===== config.mk =====
export PLATFORM = sky130hd
export DESIGN_NAME = sio_busguard_uart
export DESIGN_NICKNAME = d
export VERILOG_FILES = /design/src/rtl/sbu_pkg.sv /design/src/rtl/sbu_baud.sv /design/src/rtl/sbu_tx.sv /design/src/rtl/sbu_rx.sv /design/src/rtl/sio_busguard_uart.sv
export SDC_FILE = /design/constraint.sdc
export NUM_CORES = 1
export LEC_CHECK = 0
export ABC_AREA = 1
export BUFFER_PORTS_ARGS = -buffer_cell sky130_fd_sc_hd__buf_2
export CORE_MARGIN = 3
export CORE_UTILIZATION = 59
export DETAILED_ROUTE_END_ITERATION = 10
export GPL_TIMING_DRIVEN = 1
export PLACE_DENSITY_LB_ADDON = 0.3
export SKIP_CTS_REPAIR_TIMING = 1
export SYNTH_ARGS = -nofsm -noshare
export SYNTH_HDL_FRONTEND = slang
export SYNTH_SLANG_ARGS = --single-unit
export TNS_END_PERCENT = 1

===== constraint.sdc =====
create_clock -name clk -period 2.1 [get_ports clk]
set_input_delay 0 -clock clk [delete_from_list [all_inputs] [get_ports clk]]
set_output_delay 0 -clock clk [all_outputs]
set_load 0.02 [all_outputs]

===== src/rtl/sbu_pkg.sv =====
package sbu_pkg;

    typedef enum logic {
        RX_IDLE  = 1'b0,
        RX_FRAME = 1'b1
    } sbu_rx_mode_e;

    // majority of three samples
    function automatic logic vote3(input logic a, input logic b, input logic c);
        return (a & b) | (a & c) | (b & c);
    endfunction

endpackage


===== src/rtl/sbu_baud.sv =====
module sbu_baud #(
    parameter int DIV_W = 16
) (
    input  logic             clk,
    input  logic             rst_n,
    input  logic [DIV_W-1:0] div,
    output logic             tick
);

    logic [DIV_W-1:0] cnt_d, cnt_q;

    always_comb begin
        tick  = (cnt_q >= div);
        cnt_d = tick ? '0 : cnt_q + 1'b1;
    end

    always_ff @(posedge clk or negedge rst_n) begin
        if (!rst_n) cnt_q <= '0;
        else        cnt_q <= cnt_d;
    end

    // every tick restarts the period count
    p_tick_restarts_r2: assert property (@(posedge clk) disable iff (!rst_n)
        tick |=> (cnt_q == '0));

endmodule


===== src/rtl/sbu_tx.sv =====
module sbu_tx #(
    parameter int DATA_W  = 8,
    parameter int OS_RATE = 16
) (
    input  logic              clk,
    input  logic              rst_n,
    input  logic              os_tick,
    input  logic              data_inv,
    input  logic              pol_rev,
    input  logic              wr,
    input  logic [DATA_W-1:0] wdata,
    output logic              ready,
    output logic              busy,
    output logic              line,
    output logic              txd,
    output logic              xfer
);

    localparam int FRAME_BITS = DATA_W + 3;
    localparam int OS_W       = $clog2(OS_RATE);
    localparam int IDX_W      = $clog2(FRAME_BITS);
    localparam logic [OS_W-1:0]  OS_LAST  = OS_W'(OS_RATE - 1);
    localparam logic [OS_W-1:0]  OS_MID   = OS_W'(OS_RATE / 2 - 1);
    localparam logic [IDX_W-1:0] IDX_LAST = IDX_W'(FRAME_BITS - 1);

    typedef struct packed {
        logic                  full;
        logic [DATA_W-1:0]     hold;
        logic                  busy;
        logic [FRAME_BITS-1:0] sh;
        logic [OS_W-1:0]       os;
        logic [IDX_W-1:0]      idx;
    } tx_state_t;

    tx_state_t q, d;

    always_comb begin
        d    = q;
        xfer = 1'b0;
        // holding buffer: payload inversion applied on write
        if (wr && !q.full) begin
            d.full = 1'b1;
            d.hold = wdata ^ {DATA_W{data_inv}};
        end
        if (!q.busy) begin
            if (q.full && os_tick) begin
                d.busy = 1'b1;
                d.full = 1'b0;
                d.sh   = {1'b1, ^q.hold, q.hold, 1'b0};
                d.os   = '0;
                d.idx  = '0;
            end
        end else if (os_tick) begin
            xfer = (q.os == OS_MID);
            if (q.os == OS_LAST) begin
                d.os = '0;
                d.sh = {1'b1, q.sh[FRAME_BITS-1:1]};
                if (q.idx == IDX_LAST) d.busy = 1'b0;
                else                   d.idx  = q.idx + 1'b1;
            end else begin
                d.os = q.os + 1'b1;
            end
        end
    end

    always_ff @(posedge clk or negedge rst_n) begin
        if (!rst_n) q <= '0;
        else        q <= d;
    end

    assign line  = q.busy ? q.sh[0] : 1'b1;
    assign txd   = line ^ pol_rev;
    assign ready = !q.full;
    assign busy  = q.busy;

    // first bit of every frame is a low start bit
    p_start_low_r2: assert property (@(posedge clk) disable iff (!rst_n)
        (q.busy && q.idx == '0) |-> !line);

    // last bit of every frame is a high stop bit
    p_stop_high_r2: assert property (@(posedge clk) disable iff (!rst_n)
        (q.busy && q.idx == IDX_LAST) |-> line);

    // transfer-clock pulses never come back to back
    p_one_xfer_r12: assert property (@(posedge clk) disable iff (!rst_n)
        xfer |=> !xfer);

endmodule


===== src/rtl/sbu_rx.sv =====
module sbu_rx #(
    parameter int DATA_W  = 8,
    parameter int OS_RATE = 16
) (
    input  logic              clk,
    input  logic              rst_n,
    input  logic              os_tick,
    input  logic              rxd,
    input  logic              pol_rev,
    input  logic              data_inv,
    input  logic              rd,
    output logic [DATA_W-1:0] rdata,
    output logic              valid,
    output logic              par_err,
    output logic              frm_err,
    output logic              line
);
    import sbu_pkg::*;

    localparam int FRAME_BITS = DATA_W + 3;
    localparam int OS_W       = $clog2(OS_RATE);
    localparam int IDX_W      = $clog2(FRAME_BITS);
    localparam logic [OS_W-1:0]  OS_LAST  = OS_W'(OS_RATE - 1);
    localparam logic [OS_W-1:0]  SMP_A    = OS_W'(OS_RATE / 2 - 2);
    localparam logic [OS_W-1:0]  SMP_B    = OS_W'(OS_RATE / 2 - 1);
    localparam logic [OS_W-1:0]  SMP_C    = OS_W'(OS_RATE / 2);
    localparam logic [IDX_W-1:0] IDX_LAST = IDX_W'(FRAME_BITS - 1);

    typedef struct packed {
        logic [1:0]        sync;
        sbu_rx_mode_e      mode;
        logic [OS_W-1:0]   os;
        logic [IDX_W-1:0]  idx;
        logic [1:0]        vote;
        logic [DATA_W:0]   sh;
        logic [DATA_W-1:0] word;
        logic              valid;
        logic              perr;
        logic              ferr;
    } rx_state_t;

    rx_state_t q, d;
    logic      line_c;
    logic      maj;

    always_comb begin
        d      = q;
        d.sync = {q.sync[0], rxd};
        line_c = q.sync[1] ^ pol_rev;
        maj    = vote3(q.vote[1], q.vote[0], line_c);
        if (rd) begin
            d.valid = 1'b0;
            d.perr  = 1'b0;
            d.ferr  = 1'b0;
        end
        if (os_tick) begin
            case (q.mode)
                RX_IDLE: begin
                    if (!line_c) begin
                        d.mode = RX_FRAME;
                        d.os   = '0;
                        d.idx  = '0;
                    end
                end
                RX_FRAME: begin
                    if (q.os == SMP_A || q.os == SMP_B)
                        d.vote = {q.vote[0], line_c};
                    if (q.os == SMP_C) begin
                        if (q.idx == '0) begin
                            if (maj) d.mode = RX_IDLE;
                        end else if (q.idx == IDX_LAST) begin
                            d.word  = q.sh[DATA_W-1:0];
                            d.perr  = ^q.sh;
                            d.ferr  = !maj;
                            d.valid = 1'b1;
                            d.mode  = RX_IDLE;
                        end else begin
                            d.sh = {maj, q.sh[DATA_W:1]};
                        end
                    end
                    if (q.os == OS_LAST) begin
                        d.os  = '0;
                        d.idx = q.idx + 1'b1;
                    end else begin
                        d.os = q.os + 1'b1;
                    end
                end
                default: d.mode = RX_IDLE;
            endcase
        end
    end

    always_ff @(posedge clk or negedge rst_n) begin
        if (!rst_n) begin
            q      <= '0;
            q.sync <= 2'b11;
        end else begin
            q <= d;
        end
    end

    assign rdata   = q.word ^ {DATA_W{data_inv}};
    assign valid   = q.valid;
    assign par_err = q.perr;
    assign frm_err = q.ferr;
    assign line    = line_c;

    // an error flag only exists alongside a buffered byte
    p_flags_need_data_r7: assert property (@(posedge clk) disable iff (!rst_n)
        (q.perr || q.ferr) |-> q.valid);

    // a read outside a sampling tick empties the buffer
    p_read_clears_r4: assert property (@(posedge clk) disable iff (!rst_n)
        (rd && !os_tick) |=> !q.valid);

endmodule


===== src/rtl/sio_busguard_uart.sv =====
module sio_busguard_uart #(
    parameter int DIV_W   = 16,
    parameter int DATA_W  = 8,
    parameter int OS_RATE = 16
) (
    input  logic              clk,
    input  logic              rst_n,
    input  logic [DIV_W-1:0]  baud_div,
    input  logic              data_inv,
    input  logic              pol_rev,
    input  logic              tx_wr,
    input  logic [DATA_W-1:0] tx_data,
    output logic              tx_ready,
    input  logic              rx_rd,
    output logic [DATA_W-1:0] rx_data,
    output logic              rx_valid,
    output logic              rx_par_err,
    output logic              rx_frm_err,
    output logic              txd_o,
    input  logic              rxd_i,
    output logic              xfer_tick,
    output logic              bc_irq,
    input  logic              bc_clr
);

    logic os_tick;
    logic tx_busy;
    logic tx_line;
    logic rx_line;

    sbu_baud #(.DIV_W(DIV_W)) u_baud (
        .clk  (clk),
        .rst_n(rst_n),
        .div  (baud_div),
        .tick (os_tick)
    );

    sbu_tx #(.DATA_W(DATA_W), .OS_RATE(OS_RATE)) u_tx (
        .clk     (clk),
        .rst_n   (rst_n),
        .os_tick (os_tick),
        .data_inv(data_inv),
        .pol_rev (pol_rev),
        .wr      (tx_wr),
        .wdata   (tx_data),
        .ready   (tx_ready),
        .busy    (tx_busy),
        .line    (tx_line),
        .txd     (txd_o),
        .xfer    (xfer_tick)
    );

    sbu_rx #(.DATA_W(DATA_W), .OS_RATE(OS_RATE)) u_rx (
        .clk     (clk),
        .rst_n   (rst_n),
        .os_tick (os_tick),
        .rxd     (rxd_i),
        .pol_rev (pol_rev),
        .data_inv(data_inv),
        .rd      (rx_rd),
        .rdata   (rx_data),
        .valid   (rx_valid),
        .par_err (rx_par_err),
        .frm_err (rx_frm_err),
        .line    (rx_line)
    );

    // collision flag: set wins over clear
    logic irq_d, irq_q;
    logic clash;

    always_comb begin
        clash = xfer_tick && (tx_line != rx_line);
        irq_d = irq_q;
        if (bc_clr) irq_d = 1'b0;
        if (clash)  irq_d = 1'b1;
    end

    always_ff @(posedge clk or negedge rst_n) begin
        if (!rst_n) irq_q <= 1'b0;
        else        irq_q <= irq_d;
    end

    assign bc_irq = irq_q;

    // a sampled mismatch raises the request
    p_clash_sets_r9: assert property (@(posedge clk) disable iff (!rst_n)
        (xfer_tick && (tx_line != rx_line)) |=> bc_irq);

    // no frame in flight, no new request
    p_idle_masked_r10: assert property (@(posedge clk) disable iff (!rst_n)
        (!tx_busy && !bc_irq) |=> !bc_irq);

    // request holds until cleared
    p_irq_sticky_r11: assert property (@(posedge clk) disable iff (!rst_n)
        (bc_irq && !bc_clr) |=> bc_irq);

endmodule


=== Word-level counts from Yosys, hierarchy flattened ===
Index checks and enable logic that the tools add are counted.

* Bitwise gates (word level): 12
* Multiplexer cells: 31
* Magnitude comparators: 1
* Equality and inequality tests: 14
* Add/subtract/negate cells: 5
* Reductions and logical operators: 19

{| class="wikitable"
|+ Operators with widths
! operator !! number
|-
| two-way mux 20 bit || 3
|-
| == test 4 bit (second input constant) || 5
|-
| two-way mux 4 bit || 5
|-
| two-way mux 3 bit || 6
|-
| two-way mux 9 bit || 2
|-
| case mux 9 bit (2 select lines) || 1
|-
| adder 16 x 1 -> 16 bit (second input constant) || 1
|-
| adder 4 x 1 -> 4 bit (second input constant) || 4
|-
| >= comparator 16 bit || 1
|-
| two-way mux 16 bit || 1
|-
| bitwise XOR 8 bit || 2
|-
| == test 4 x 3 -> 1 bit (second input constant) || 3
|-
| two-way mux 1 bit || 12
|-
| two-way mux 12 bit || 1
|-
| AND reduction 5 bit || 2
|-
| AND reduction 3 bit || 3
|-
| parity 9 bit || 1
|-
| != test 2 bit (second input constant) || 4
|-
| parity 8 bit || 1
|-
| zero test 4 bit || 1
|-
| AND reduction 2 bit || 2
|-
| AND reduction 4 bit || 1
|-
| nonzero test 2 bit || 2
|-
| AND 1 bit || 3
|-
| 8 further kinds || 15
|}

* Bits in registers: 79
* Input bits: 32
* Word-level logic and storage cells: 100

=== Depth between registers and ports, before layout ===
Gate-level depths: netlist of the first run.

* Depth in word-level cells: 10
* Gate-level depth with buffers: 17

=== Modules after synthesis ===
From an unflattened synthesis of the first run, not the netlist that was laid out.

* Cell total of the unflattened synthesis: 575
* Area total of the unflattened synthesis: 4,744.6 µm²

{| class="wikitable"
|+ Modules (own cells, without submodules)
! module !! instances !! cells an instance !! area an instance (µm²)
|-
| sbu_rx || 1 || 206 || 1,821.7
|-
| sbu_tx || 1 || 193 || 1,612.8
|-
| sbu_baud || 1 || 167 || 1,253.7
|-
| sio_busguard_uart || 1 || 9 || 56.3
|}

=== Worst setup path after synthesis of the first run ===
OpenSTA, ideal clock, no wires.

* Path type: register to output
* Start: register u_baud.cnt_q[7]
* End: output xfer_tick
* Data arrival time: 1,808 ps
* Slack: 292 ps
* Path buffers: 2
* Required time: 2,100 ps
* Stages on the path, launching flop included: 14
* Cells stage by stage: dfrtp_1 ha_1 nand2_1 inv_1 nand2_1 nor2_1 nor2_1 nand2_1 nand2_1 nand2_2 buf_8 buf_6 nand2_1 nor3_2

* Cells in the longest elaborated chain, start to end: 3

{| class="wikitable"
|+ RTL lines
! element !! RTL line !! RTL
|-
| start: declaration || sbu_baud.sv:10 || <nowiki>logic [DIV_W-1:0] cnt_d, cnt_q;</nowiki>
|-
| start signal: assignment || sbu_baud.sv:19 || <nowiki>else cnt_q <= cnt_d;</nowiki>
|-
| >= comparator 16 bit || sbu_baud.sv:13 || <nowiki>tick = (cnt_q >= div);</nowiki>
|-
| two-way mux 1 bit || sbu_tx.sv:53 || <nowiki>end else if (os_tick) begin</nowiki>
|-
| two-way mux 1 bit || sbu_tx.sv:45 || <nowiki>if (!q.busy) begin</nowiki>
|-
| end: declaration || sio_busguard_uart.sv:21 || <nowiki>output logic xfer_tick,</nowiki>
|}

No other way between the ends.

=== Worst setup path in the final report of the first run ===
* Start: register u_baud.cnt_q[5]
* End: output xfer_tick

The elaborated chain is that of the path after synthesis.

==> impl_metrics.toml, run 1 <==
[power_and_ir_drop]
p_clk_share_pct = 23.3
p_int_w = 0.00314
pwr-share-comb_pct = 33.6
p_seq_share_pct = 43.0
power_switching_w = 0.00194
swShare_pct = 38.1
leakage_nw = 2.85
peakVddDrop_mv = 0.480
power.density_nw_per_um2 = 907

[yosys]
synth_top_area_share_pct = 41.5
synth_warnings = 0
ys_top_cells_by_count = "145 x nand2_1, 83 x inv_1, 77 x dfrtp_1"
synth_area_per_cell_sq_um = 7.91
synth_edf_count = 0
synth_most_common_cell = "nand2_1"
synthTopCellsByArea = "dfrtp_1 41%, nand2_1 12%, ha_1 7.0%, inv_1 6.7%, nand3_1 5.5%"
ys_types = 33
synth-seq-area-share_pct = 42.6
async_reset_ff_share_pct = 100
syn-num-nets = 645
ys_ff_latch = 79
synthesis.area_sq_um = 4650
synth_top_area_cell = "dfrtp_1"
dominantRegCellSynth = "dfrtp_1"
synthCells = 587

[layout]
nets = 730
nFillCells = 533
antennaDiodeCount = 0
layout-drive-gt1-share_pct = 18.8
register_area_sq_um = 1980
syn2layout_area_growth_pct = 20.6
multi_input_area_sq_um = 2320
final_util_pct = 75.2

[sta]
finClkSkew_ns = 0.0118
setup_tns_ns = -0.0171
worst_slack_ns = -0.0171
fmax_mhz = 472
rsz0062_at_grt = "yes"
setup_violations = 1
period_needed_ns = 2.12
hold_viol_final = 0
slew_violations = 0
max_slew_margin_pct = 35.2
worstMarginPinSlew_ns = 0.972
fin_crit_sh_pct = 101

[floorplan]
dieArea_sq_um = 8970
die_h_um = 94.7
start_util_pct = 62.4
rows = 31
core_sq_um = 7450
num_io_pins = 47
die_w_um = 94.7

[grt]
grt_pass1_vias = 3700
track_usage_pct = 22.7
grt_overflow = 0
antenna_found_initial = 0
grt_max_degree = 80
grt_pass1_wl_mm = 16.3

[critical_path]
critPathCaptureType = "output port"
cp.arrival_ns = 2.12
cp.required_ns = 2.10
worst-setup-path-type = "reg2out"
startpoint_type = "flip-flop"
critPathMaxFanout = 5

[route]
wl_per_cell_um = 13.2
drt_iter0_markers = 179
drc = 0
viasPerCell = 5.24
routed_wl_mm = 10.2
firstDrtPassIters = 5
routed-via-count = 4070
postRouteAntennaNets = 0

[flow_run]
maxCapViolCount = 0

[place]
dp_slack_ns = 0.0512
place.gp.congestion = 0.903
port_buffers = 46
detailed_place_hpwl_mm = 6.72

[worst_hold_path]
hold_path_class = "in2reg"

[clocking]
cts_tree = "yes"
cts_sinks = 79
cts_root_buffer = "clkbuf_8"
cts.clk_slew.worst_paths_ns = 0.08
cts_buffer_depth = 2
htreeDepth = 3
clk_latency_ns = 0.36
cts_buffers = 9

[outcome]
status = "finished, violations left"
violations = "negative setup slack"
[per-layer routing]
layer	GRT usage (%)	routed length, um	vias up
met5	0	0	-
li1	-	-	2033
met1	31.1	4480	1932
met3	3.59	388	12
met2	36.9	5240	93
met4	7.45	129	0
[layout by cell type (no fill, tap or decap), types with 10 or more instances in the layout]
master,count
a21oi_1,14
buf_2,44
buf_4,29
dfrtp_1,76
dlygate4sd3_1,13
ha_1,22
inv_1,82
nand2_1,140
nand3_1,51
nand4_1,11
nor2_1,36
nor3_1,10
o21ai_0,40
o21ai_1,10
xnor2_1,18
xor2_1,18
[area by class of cell]
cell class | count | area share (%)
clock buffer | 9 | 2.21
clock inverter | 7 | 1.45
inverter | 85 | 5.74
multi-input combinational | 407 | 41.4
sequential | 79 | 35.4
tap | 99 | 2.21
timing repair buffer | 90 | 11.6
[logic make-up (layout without fill, tap and decap cells)]
logic type | count (synthesis) | count (layout) | synth area share, %
AOI/OAI and AO/OA | 70 | 70 | 7.92
DFF | 79 | 79 | 42.6
adders and majority gates | 26 | 26 | 7.00
and+or+nand+nor | 275 | 275 | 26.3
buffers and inverters | 101 | 191 | 9.37
xor gates and xnor gates | 36 | 36 | 6.79
[state kept, by name, summed over array words and instances, names as in the netlist]
| signal | cells |
|---|---|
| u_rx.par_err | 1 |
| u_tx.busy | 1 |
| u_rx.frm_err | 1 |
| u_rx.valid | 1 |
| u_rx.q | 29 |
| u_baud.cnt_q | 16 |
| bc_irq | 1 |
| u_tx.q | 28 |
| u_rx.d | 1 |
[power groups by stage]
stage	Clock [W]	Combinational, W	Sequential (W)
floorplan	0	0.00115	0.00211
global placement	0	0.00144	0.00218
detailed placement	0	0.00153	0.00219
CTS	0.00120	0.00154	0.00217
global route	0.00126	0.00196	0.00224
finish	0.00119	0.00171	0.00219
[per-stage QoR]
stage | power [W] | cells | cell area, sq um | hold slack, ns
floorplan | 0.00326 | 587 | 4650 | -0.296
global placement | 0.00362 | 735 | 5040 | 0.121
detailed placement | 0.00373 | 735 | 5040 | 0.114
CTS | 0.00491 | 751 | 5250 | -0.267
global route | 0.00546 | 776 | 5600 | 0.151
finish | 0.00508 | 776 | 5600 | 0.152
[final timing paths]
path | start | endpoint | slack, ns | depth (start not counted)
setup / recovery | u_baud.cnt_q[5] | xfer_tick | -0.02 | 13
hold / removal | pol_rev | u_rx.q[20] | 0.15 | 4
setup reg to reg | u_baud.cnt_q[5] | u_tx.q[9] | 0.02 | 14
hold reg to reg | u_rx.d[32] | u_rx.q[32] | 0.37 | 0
max in group asynchronous | rst_n | u_rx.q[32] | 1.08 | 3
min in group asynchronous | rst_n | u_baud.cnt_q[15] | 0.35 | 2
[worst max-delay path, stage by stage, from the launching register on]
cell	delay, ns
dfrtp_1	0.43
ha_4	0.29
nand2_1	0.05
inv_1	0.06
nand2_2	0.05
nor2_1	0.09
nor2_1	0.05
nand2_1	0.11
nand2_2	0.07
nand2_4	0.10
buf_12	0.12
nand2_4	0.05
nor3_2	0.15
buf_4	0.16
Note: power is estimated with default switching activity, not from simulation.
==> run 2: changes to the inputs <==
--- a/config.mk
+++ b/config.mk
@@ -7,10 +7,12 @@
 export LEC_CHECK = 0
 export ABC_AREA = 1
 export BUFFER_PORTS_ARGS = -buffer_cell sky130_fd_sc_hd__buf_2
+export CAP_MARGIN = 20
 export CORE_MARGIN = 3
 export CORE_UTILIZATION = 59
 export DETAILED_ROUTE_END_ITERATION = 10
 export GPL_TIMING_DRIVEN = 1
+export MAX_ROUTING_LAYER = met4
 export PLACE_DENSITY_LB_ADDON = 0.3
 export SKIP_CTS_REPAIR_TIMING = 1
 export SYNTH_ARGS = -nofsm -noshare
==> impl_metrics.toml, run 2 (synthesis gave the netlist of run 1 again) <==
[place]
detailed_place_hpwl_mm = 7.09
place.gp.congestion = 0.921
port_buffers = 46

[floorplan]
rows = 31
num_io_pins = 47
die_h_um = 94.7
core_sq_um = 7450
start_util_pct = 62.4
die_w_um = 94.7
dieArea_sq_um = 8970

[critical_path]
crit_end = "xfer_tick"
cp.required_ns = 2.10
cp.arrival_ns = 2.18
timing.rr.start = "u_baud.cnt_q[4]"
crit_family = "simple AND/OR/NAND/NOR gates"
critPathMaxFanout = 4
critPathCaptureType = "output port"
worst-setup-path-type = "reg2out"
reg2reg_slack_ns = -0.04
ff2ff_path_depth = 15
critical_path.startpoint = "u_baud.cnt_q[4]"
slowest_stage = "dfrtp_1"
worst_path_most_repeated_cell = "nand2_1"
cpPeakStageDelay_ns = 0.45
crit_cells = 13
crit_buf_inv = 3
reg2reg_to = "u_tx.q[10]"
startpoint_type = "flip-flop"
crit_chain = "ha_1 > nand2_1 > inv_1 > nand2_1 > nor2_1 > nor2_1 > nand2_1 > nand2_2 > nand2_4 > buf_12 > nand2_4 > nor3_4 > buf_6"

[route]
drt_iter0_markers = 206
routed-via-count = 4000
viasPerCell = 5.22
wl_per_cell_um = 13.3
drc = 0
firstDrtPassIters = 5
postRouteAntennaNets = 0
routed_wl_mm = 10.2

[clocking]
htreeDepth = 3
cts_buffers = 9
cts_sinks = 79
cts_root_buffer = "clkbuf_8"
cts_buffer_depth = 2
cts_tree = "yes"
clk_latency_ns = 0.36
cts.clk_slew.worst_paths_ns = 0.08

[layout]
layout-drive-gt1-share_pct = 16.6
final_common_cell = "nand2_1"
largest_reg_flops = 29
max_flop_register = "u_rx.q"
antennaDiodeCount = 0
reg_top3 = "u_rx.q x29, u_tx.q x28, u_baud.cnt_q x16"
nFillCells = 575
final_util_pct = 73.6
syn2layout_area_growth_pct = 17.9
nets = 721
final_cell_mix = "143 x nand2_1, 82 x inv_1, 77 x dfrtp_1"

[sta]
slew_violations = 0
worstMarginPinSlew_ns = 0.506
max_slew_margin_pct = 66.0
fin_crit_sh_pct = 104
worst_slack_ns = -0.0848
hold_viol_final = 0
finClkSkew_ns = 0.00934
rsz0062_at_grt = "yes"
fmax_mhz = 458
setup_violations = 6
period_needed_ns = 2.18

[grt]
grt_pass1_vias = 3811
antenna_found_initial = 0
track_usage_pct = 24.1
grt_max_degree = 49
grt_overflow = 0
grt_pass1_wl_mm = 16.7

[power_and_ir_drop]
peakVddDrop_mv = 0.498
leakage_nw = 2.78
p_total_w = 0.00485
power.density_nw_per_um2 = 885

[worst_hold_path]
hold_path_class = "in2async"

[outcome]
violations = "negative setup slack"
status = "finished, violations left"

[flow_run]
maxCapViolCount = 0
-- run 2: cell types whose count changed in the layout (fill, tap and decap cells not counted), sizes merged --
cell      previous run  this run
buf                 75        67
clkinvlp             0         3
clkinv               5         3
bufinv               1         0
inv                 86        85
-- run 2: per-stage QoR --
stage	instances	worst slack, ns	hold WS (ns)	TNS, ns	cell area (sq um)
finish	767	-0.0848	0.125	-0.147	5480
global route	767	-0.198	0.124	-3.70	5480
CTS	747	-0.207	-0.427	-0.207	5210
detailed placement	731	0.0664	-0.0355	0	5020
global placement	731	0.151	-0.0297	0	5020
floorplan	587	0.292	-0.296	0	4650
-- run 2: area by class of cell --
| cell class | instances | area (sq um) | area share, % |
|---|---|---|---|
| clock inverter | 6 | 45.0 | 0.822 |
| tap | 99 | 124 | 2.26 |
| timing repair buffer | 81 | 581 | 10.6 |
| inverter | 85 | 322 | 5.87 |
| multi-input combinational | 407 | 2290 | 41.8 |
| sequential | 79 | 1980 | 36.1 |
| clock buffer | 10 | 138 | 2.51 |
-- run 2: power by group --
| part | total [W] | internal (W) | leakage [nW] | switching, W |
|---|---|---|---|---|
| combinational | 0.00159 | 0.000675 | 1.65 | 0.000917 |
| clock | 0.00106 | 0.000465 | 0.0849 | 0.000596 |
| sequential | 0.00220 | 0.00184 | 1.04 | 0.000362 |
| total | 0.00485 | 0.00298 | 2.78 | 0.00187 |
-- run 2: worst min-delay path by stage --
stage / from / endpoint / slack [ns] / cells past startpoint
floorplan: rst_n / bc_irq / -0.30 / 0
global placement: rst_n / u_baud.cnt_q[13] / -0.03 / 1
detailed placement: rst_n / u_baud.cnt_q[15] / -0.04 / 1
CTS: rst_n / u_rx.q[27] / -0.43 / 1
global route: pol_rev / u_rx.q[20] / 0.12 / 4
finish: rst_n / u_baud.cnt_q[13] / 0.12 / 2
-- run 2: layer usage --
metal	routed length (um)	part of all wire [%]	vias up	global-route usage, %
li1	-	-	2022	-
met1	4410	43	1890	30.0
met2	5300	52	78	40.2
met3	405	4.0	10	5.50
met4	106	1.0	0	5.29
met5	0	0	-	-
